--- src/rtl/cfg_cpl_pkg.sv ---
// Package: shared result codes and size encodings for the configuration
// access filter. Assumes nothing beyond IEEE 1800-2017.
package cfg_cpl_pkg;
    typedef enum logic [1:0] {
        RES_OK       = 2'd0,
        RES_NOTFOUND = 2'd1,
        RES_BADREG   = 2'd2,
        RES_TIMEOUT  = 2'd3
    } cfg_result_e;

    localparam logic [1:0] SZ_BYTE = 2'd0;
    localparam logic [1:0] SZ_HALF = 2'd1;

    localparam logic [31:0] RD_ALL_ONES = 32'hFFFF_FFFF;
endpackage

--- src/rtl/cfg_access_gate.sv ---
// Module: decides whether a configuration access may go out on the link.
// Purely combinational. Assumes the hidden register is the first base
// address register of the root port function (root bus, devfn 0, offset 0x10).
module cfg_access_gate #(
    parameter int BUS_W   = 8,
    parameter int DEVFN_W = 8,
    parameter int OFF_W   = 12,
    parameter int LTS_W   = 4,
    parameter int HIDE_OFFSET = 16
) (
    input  logic [BUS_W-1:0]   bus,
    input  logic [DEVFN_W-1:0] devfn,
    input  logic [OFF_W-1:0]   offset,
    input  logic [BUS_W-1:0]   root_bus,
    input  logic [BUS_W-1:0]   prim_bus,
    input  logic [LTS_W-1:0]   link_lts,
    output logic               hide_reg,
    output logic               no_device
);
    localparam int DEV_LSB = 3;

    logic on_root;
    logic link_up;
    logic dev_nonzero;

    // Classify the target and the link, then apply the topology rules.
    always_comb begin
        on_root     = (bus == root_bus);
        link_up     = |link_lts;
        dev_nonzero = |devfn[DEVFN_W-1:DEV_LSB];
        hide_reg    = on_root && (devfn == '0) && (offset == OFF_W'(HIDE_OFFSET));
        no_device   = (!on_root && !link_up) ||
                      (on_root && dev_nonzero) ||
                      ((prim_bus == root_bus) && dev_nonzero);
    end
endmodule

--- src/rtl/cfg_poll_timer.sv ---
// Module: counts polling intervals while an access waits for its completion.
// Assumes POLL_CYCLES >= 1 and MAX_POLLS >= 1. It is cleared whenever the
// owner is not waiting, so every access starts from zero.
module cfg_poll_timer #(
    parameter int POLL_CYCLES = 250,
    parameter int MAX_POLLS   = 500
) (
    input  logic clk,
    input  logic rst_n,
    input  logic run,
    output logic expired
);
    localparam int PRE_W = (POLL_CYCLES > 1) ? $clog2(POLL_CYCLES) : 1;
    localparam int CNT_W = (MAX_POLLS > 1) ? $clog2(MAX_POLLS) : 1;
    localparam logic [PRE_W-1:0] PRE_LAST = PRE_W'(POLL_CYCLES - 1);
    localparam logic [CNT_W-1:0] CNT_LAST = CNT_W'(MAX_POLLS - 1);

    logic [PRE_W-1:0] pre_q;
    logic [CNT_W-1:0] polls_q;
    logic             tick;

    // An interval ends on the last prescaler cycle.
    always_comb begin
        tick    = run && (pre_q == PRE_LAST);
        expired = tick && (polls_q == CNT_LAST);
    end

    // Advance the prescaler and interval count while running, else clear them.
    always_ff @(posedge clk) begin
        if (!rst_n || !run) begin
            pre_q   <= '0;
            polls_q <= '0;
        end else if (tick) begin
            pre_q   <= '0;
            polls_q <= polls_q + 1'b1;
        end else begin
            pre_q   <= pre_q + 1'b1;
        end
    end
endmodule

--- src/rtl/cfg_lane_extract.sv ---
// Module: selects the requested byte or halfword from a completion dword.
// Combinational. Assumes the offset is the byte address of the access.
module cfg_lane_extract
    import cfg_cpl_pkg::*;
#(
    parameter int DATA_W = 32
) (
    input  logic [DATA_W-1:0] dword,
    input  logic [1:0]        size,
    input  logic [1:0]        off_lo,
    output logic [DATA_W-1:0] value
);
    logic [DATA_W-1:0] by_byte;
    logic [DATA_W-1:0] by_half;

    // Shift the addressed lane down and mask it to the access width.
    always_comb begin
        by_byte = (dword >> (8 * off_lo)) & DATA_W'(8'hFF);
        by_half = (dword >> (16 * off_lo[1])) & DATA_W'(16'hFFFF);
        case (size)
            SZ_BYTE: value = by_byte;
            SZ_HALF: value = by_half;
            default: value = dword;
        endcase
    end
endmodule

--- src/rtl/cfg_cpl_filter.sv ---
// Module: top of the configuration access filter and completion collector.
// Takes one access at a time. It rejects the access locally, or it launches
// the access and waits for an end-of-packet beat or for a timeout.
// Assumes the builder sends the packet in the cycle that launch is high.
module cfg_cpl_filter
    import cfg_cpl_pkg::*;
#(
    parameter int BUS_W       = 8,
    parameter int DEVFN_W     = 8,
    parameter int OFF_W       = 12,
    parameter int LTS_W       = 4,
    parameter int DATA_W      = 32,
    parameter int POLL_CYCLES = 250,
    parameter int MAX_POLLS   = 500
) (
    input  logic               clk,
    input  logic               rst_n,
    input  logic               req_valid,
    input  logic               req_write,
    input  logic [BUS_W-1:0]   req_bus,
    input  logic [DEVFN_W-1:0] req_devfn,
    input  logic [OFF_W-1:0]   req_offset,
    input  logic [1:0]         req_size,
    input  logic [BUS_W-1:0]   root_bus,
    input  logic [BUS_W-1:0]   prim_bus,
    input  logic [LTS_W-1:0]   link_lts,
    input  logic               cpl_valid,
    input  logic               cpl_eop,
    input  logic [DATA_W-1:0]  cpl_data,
    output logic               launch,
    output logic               busy,
    output logic               done,
    output logic [1:0]         result,
    output logic [DATA_W-1:0]  rdata
);
    typedef enum logic { ST_IDLE = 1'b0, ST_WAIT = 1'b1 } state_e;

    state_e            state_q;
    logic              launch_q;
    logic              done_q;
    cfg_result_e       res_q;
    logic [DATA_W-1:0] rdata_q;
    logic              wr_q;
    logic [1:0]        size_q;
    logic [1:0]        off_q;

    logic              hide_reg;
    logic              no_device;
    logic              expired;
    logic [DATA_W-1:0] lane_val;
    logic              end_beat;

    cfg_access_gate #(
        .BUS_W(BUS_W), .DEVFN_W(DEVFN_W), .OFF_W(OFF_W), .LTS_W(LTS_W),
        .HIDE_OFFSET(16)
    ) u_gate (
        .bus(req_bus), .devfn(req_devfn), .offset(req_offset),
        .root_bus(root_bus), .prim_bus(prim_bus), .link_lts(link_lts),
        .hide_reg(hide_reg), .no_device(no_device)
    );

    cfg_poll_timer #(
        .POLL_CYCLES(POLL_CYCLES), .MAX_POLLS(MAX_POLLS)
    ) u_timer (
        .clk(clk), .rst_n(rst_n), .run(state_q == ST_WAIT), .expired(expired)
    );

    cfg_lane_extract #(
        .DATA_W(DATA_W)
    ) u_lane (
        .dword(cpl_data), .size(size_q), .off_lo(off_q), .value(lane_val)
    );

    // A beat closes the pending access only when it carries the end marker.
    always_comb end_beat = (state_q == ST_WAIT) && cpl_valid && cpl_eop;

    // Accept requests, answer rejections and close accesses on end beat or timeout.
    always_ff @(posedge clk) begin
        if (!rst_n) begin
            state_q  <= ST_IDLE;
            launch_q <= 1'b0;
            done_q   <= 1'b0;
            res_q    <= RES_OK;
            rdata_q  <= '0;
            wr_q     <= 1'b0;
            size_q   <= '0;
            off_q    <= '0;
        end else begin
            launch_q <= 1'b0;
            done_q   <= 1'b0;
            case (state_q)
                ST_IDLE: begin
                    if (req_valid) begin
                        wr_q   <= req_write;
                        size_q <= req_size;
                        off_q  <= req_offset[1:0];
                        if (hide_reg) begin
                            done_q  <= 1'b1;
                            res_q   <= RES_BADREG;
                            rdata_q <= '0;
                        end else if (no_device) begin
                            done_q  <= 1'b1;
                            res_q   <= RES_NOTFOUND;
                            rdata_q <= req_write ? '0 : RD_ALL_ONES;
                        end else begin
                            launch_q <= 1'b1;
                            state_q  <= ST_WAIT;
                        end
                    end
                end
                default: begin
                    if (end_beat) begin
                        done_q  <= 1'b1;
                        res_q   <= RES_OK;
                        rdata_q <= wr_q ? '0 : lane_val;
                        state_q <= ST_IDLE;
                    end else if (expired) begin
                        done_q  <= 1'b1;
                        res_q   <= RES_TIMEOUT;
                        rdata_q <= '0;
                        state_q <= ST_IDLE;
                    end
                end
            endcase
        end
    end

    // Drive the ports from the registered state.
    always_comb begin
        launch = launch_q;
        busy   = (state_q == ST_WAIT);
        done   = done_q;
        result = res_q;
        rdata  = rdata_q;
    end
endmodule

--- config.mk ---
export PLATFORM = sky130hd
export DESIGN_NAME = cfg_cpl_filter
export DESIGN_NICKNAME = d
export VERILOG_FILES = /design/src/rtl/cfg_cpl_pkg.sv /design/src/rtl/cfg_access_gate.sv /design/src/rtl/cfg_poll_timer.sv /design/src/rtl/cfg_lane_extract.sv /design/src/rtl/cfg_cpl_filter.sv
export SDC_FILE = /design/constraint.sdc
export NUM_CORES = 1
export LEC_CHECK = 0
export BUFFER_PORTS_ARGS = -buffer_cell sky130_fd_sc_hd__buf_4
export CAP_MARGIN = 20
export CORE_MARGIN = 2
export CORE_UTILIZATION = 46
export DETAILED_ROUTE_END_ITERATION = 6
export GPL_TIMING_DRIVEN = 1
export PLACE_DENSITY = 0.76
export REMOVE_ABC_BUFFERS = 1
export SETUP_SLACK_MARGIN = 0.02
export SYNTH_ARGS = -nofsm -noshare
export SYNTH_HDL_FRONTEND = slang
export SYNTH_HIERARCHICAL = 1
export SYNTH_SLANG_ARGS = --single-unit
--- constraint.sdc ---
create_clock -name clk -period 2.41 [get_ports clk]
set_input_delay 0.241 -clock clk [delete_from_list [all_inputs] [get_ports clk]]
set_output_delay 0.241 -clock clk [all_outputs]
set_load 0.02 [all_outputs]
==> flow_summary.json <==
{
  "timing.critical_path.arrival_ps": 2520,
  "synth.ff_latch_count": 59,
  "drtAntennaViolNets": 0,
  "chipHeight_um": 95.22,
  "fin_tns_setup_ps": 0,
  "initial_utilization_pct": 47.05,
  "synth_top_cell_by_area": "dfxtp_1",
  "synth.area.mux_share_pct": 4.184,
  "drt-wirelength-per-cell_um": 16.57,
  "cts.htree.levels": 3,
  "setup_violators_final": 0,
  "postSynthAreaPerCell_um2": 8.819,
  "numCtsBuffers": 9,
  "combinational_family_with_the_most_area_after_synthesis": "simple AND/OR/NAND/NOR gates",
  "grt_antenna_before_repair": 0,
  "maxSlewViolCount": 0,
  "power-per-cell-area_nw_per_um2": 546.0,
  "grt_setup_unrepaired": "true",
  "fp.dieW_um": 95.22,
  "final_nets": 646,
  "drt_wirelength_um": 10990,
  "postSynth.topFlopCell": "dfxtp_1",
  "fin_cells": 663,
  "grt.overflow.total": 0,
  "via_count": 3891,
  "synth_compound_area_share_pct": 25.99,
  "synth_area_leaders": "dfxtp_1, a2111oi_2, nor3_1, a21oi_1, mux2i_1",
  "clockBufferDepth": 2,
  "final_core_util_pct": 63.25,
  "synth_enable_flop_cells": 0,
  "synthDominantCellAreaShare_pct": 30.86,
  "worstSetupEndpointType": "flip-flop",
  "post_place_worst_slack_ps": -30.16,
  "number_of_core_rows": 33,
  "globalRouteTotalUtil_pct": 25.05,
  "critical_path_required_ps": 2640,
  "post_synth_and_or_nand_nor_area_fraction_pct": 26.54,
  "grt_pass1_vias": 3696,
  "clock_transition_at_the_register_clock_pins_on_the_worst_setup_and_hold_paths_after_cts_ps": 70,
  "post_synth_xor_area_fraction_pct": 4.348,
  "io_pins": 125,
  "timing.final.hold_violations": 0,
  "timing.critical_path.fanout_max": 12,
  "critPathKind": "reg -> reg",
  "synth_adder_area_share_pct": 1.308,
  "asyncSetResetFlopFracSynth_pct": 0,
  "detail_route.iter0.violations": 210,
  "final_clock_skew_ps": 15.04,
  "syn-instance-count": 434,
  "cap_viol_max_count": 0,
  "startpoint_type_of_the_worst_setup_path": "flip-flop",
  "design_power_total_w": 0.002809,
  "finalWorstSetupSlack_ps": 126.1,
  "seq_area_frac_synth_pct": 30.86,
  "tritoncts_clock_tree": "built",
  "detail_route.vias_per_cell": 5.869,
  "detail_route.drc_violations": 0,
  "fraction_of_final_layout_cells_with_drive_strength_greater_than_1_pct": 38.17,
  "pin_count_of_the_biggest_net_entering_global_routing": 44,
  "p_leak_nw": 2.034,
  "clock.fmax_mhz": 437.8,
  "port_buffers": 124,
  "finalWorstPathRequiredPeriod_ps": 2284,
  "insertion_delay_ps": 350,
  "clock_sinks": 59,
  "synth-warning-count": 6,
  "gpl.final_weighted_congestion": 0.8483,
  "post-route-period-util_pct": 94.77,
  "die_area_um2": 9066,
  "holdCritPathClass": "in -> reg",
  "post_synth_num_cell_types": 61,
  "outcome": "completed",
  "max-vdd-ir-drop_mv": 0.4093,
  "numPlacedInstances": 648,
  "layout-area-overhead-vs-synth_pct": 34.42,
  "syn-cell-area_um2": 3827,
  "post-dp-hpwl_um": 8031,
  "antenna_diode_instance_count": 0,
  "grt_first_pass_wirelength_um": 17710,
  "tightest_slew_ps": 773.1,
  "cts.root.buffer_cell": "clkbuf_8",
  "drt_pre_antenna_iters": 5,
  "max-slew-margin-rel_pct": 48.36,
  "core_region_area_um2": 8134
}
## metal layers
layer	global-route usage, %	vias up	part of all wire, %
met2	42.84	112	52
met5	0	-	0
met1	30.27	1873	40
met4	8.937	0	1.6
met3	6.482	14	6.3
li1	-	1892	-
## metrics by stage
step                      hold WS (ps)  area (µm²)
after floorplan                  358.8        3610
after global placement           443.9        4921
after detailed placement         457.8        4921
after CTS                        121.3        5124
after global routing             130.0        5145
final                            136.9        5145
## cells in the mapped netlist (5+ instances only)
cell type / instances
nor3_1: 64
dfxtp_1: 59
a21oi_1: 40
a2111oi_2: 30
and2_1: 20
nor2_1: 19
buf_2: 18
xor2_1: 17
mux2i_1: 16
nand2_1: 15
clkbuf_1: 12
inv_1: 11
nor4_1: 11
o21ai_0: 9
nand3_1: 7
a221o_1: 6
buf_6: 6
nand2b_1: 5
## where the power goes
group / switching, W / total, W / internal, W
Combinational: 0.000421 / 0.000800 / 0.000380
Clock: 0.000382 / 0.000910 / 0.000527
Sequential: 0.0000580 / 0.00110 / 0.00104
## cell usage in the layout (no fill, tap or decap), types with 3 or more instances in the layout
cell,n
a21oi_1,40
a2111oi_2,30
nand2b_1,4
nand2_1,15
buf_4,141
mux2i_1,16
ha_1,4
nand4_1,4
and2_1,20
nor2_1,19
o21ai_0,9
nor4_2,3
xor2_1,17
or4_1,3
nor2b_1,4
inv_1,10
clkbuf_8,11
nor3_1,64
a22o_1,4
buf_12,5
dfxtp_1,59
nand3_1,7
nor4_1,10
a221o_1,6
## kinds of logic after synthesis
kind of cell,after synthesis
xor+xnor,19
buf+inv,50
flops,59
compound gates,111
simple gates,175
fa+ha+maj,4
mux,16
## worst paths after layout
path	from	end	slack [ps]	cells past startpoint
worst max-delay path	u_timer/polls_q[1]$_SDFFE_PP0P_	rdata[1]$_SDFFE_PN0P_	130	8
worst min-delay path	req_size[0]	size_q[0]$_SDFFE_PN0P_	140	3
worst max register to register	u_timer/polls_q[1]$_SDFFE_PP0P_	rdata[1]$_SDFFE_PN0P_	130	8
worst min register to register	result[1]$_SDFFE_PN0P_	result[1]$_SDFFE_PN0P_	460	2
## layout make-up
class	count	area, µm²
repair buffers	148	1181
fillers	683	2989
clock buffers	13	158.9
multi-input cells	325	2416
clock inverters	2	35.03
inverters	11	41.29
well taps	105	131.4
flip-flops and latches	59	1181
## registers in the layout (all words and copies together), names as in the netlist
name and flops:
wr_q 1, done 1, u_timer/polls_q 9, u_timer/pre_q 8
busy 1, result 2, launch 1, off_q 2
rdata 32, size_q 2
## critical path, stage by stage (launching register included)
cell,delay [ps]
dfxtp_1,350
ha_1,150
inv_1,60
or4b_2,650
nor4_4,190
nand2b_4,220
buf_6,170
nor3_1,50
a2111oi_1,330
## timing repair
action	CTS	global route
pin swaps	0	1
buffers inserted	0	0
resized for setup	2	4
hold buffers	0	0
setup endpoints to repair	15	23
Power figures use the tool's default switching activity.
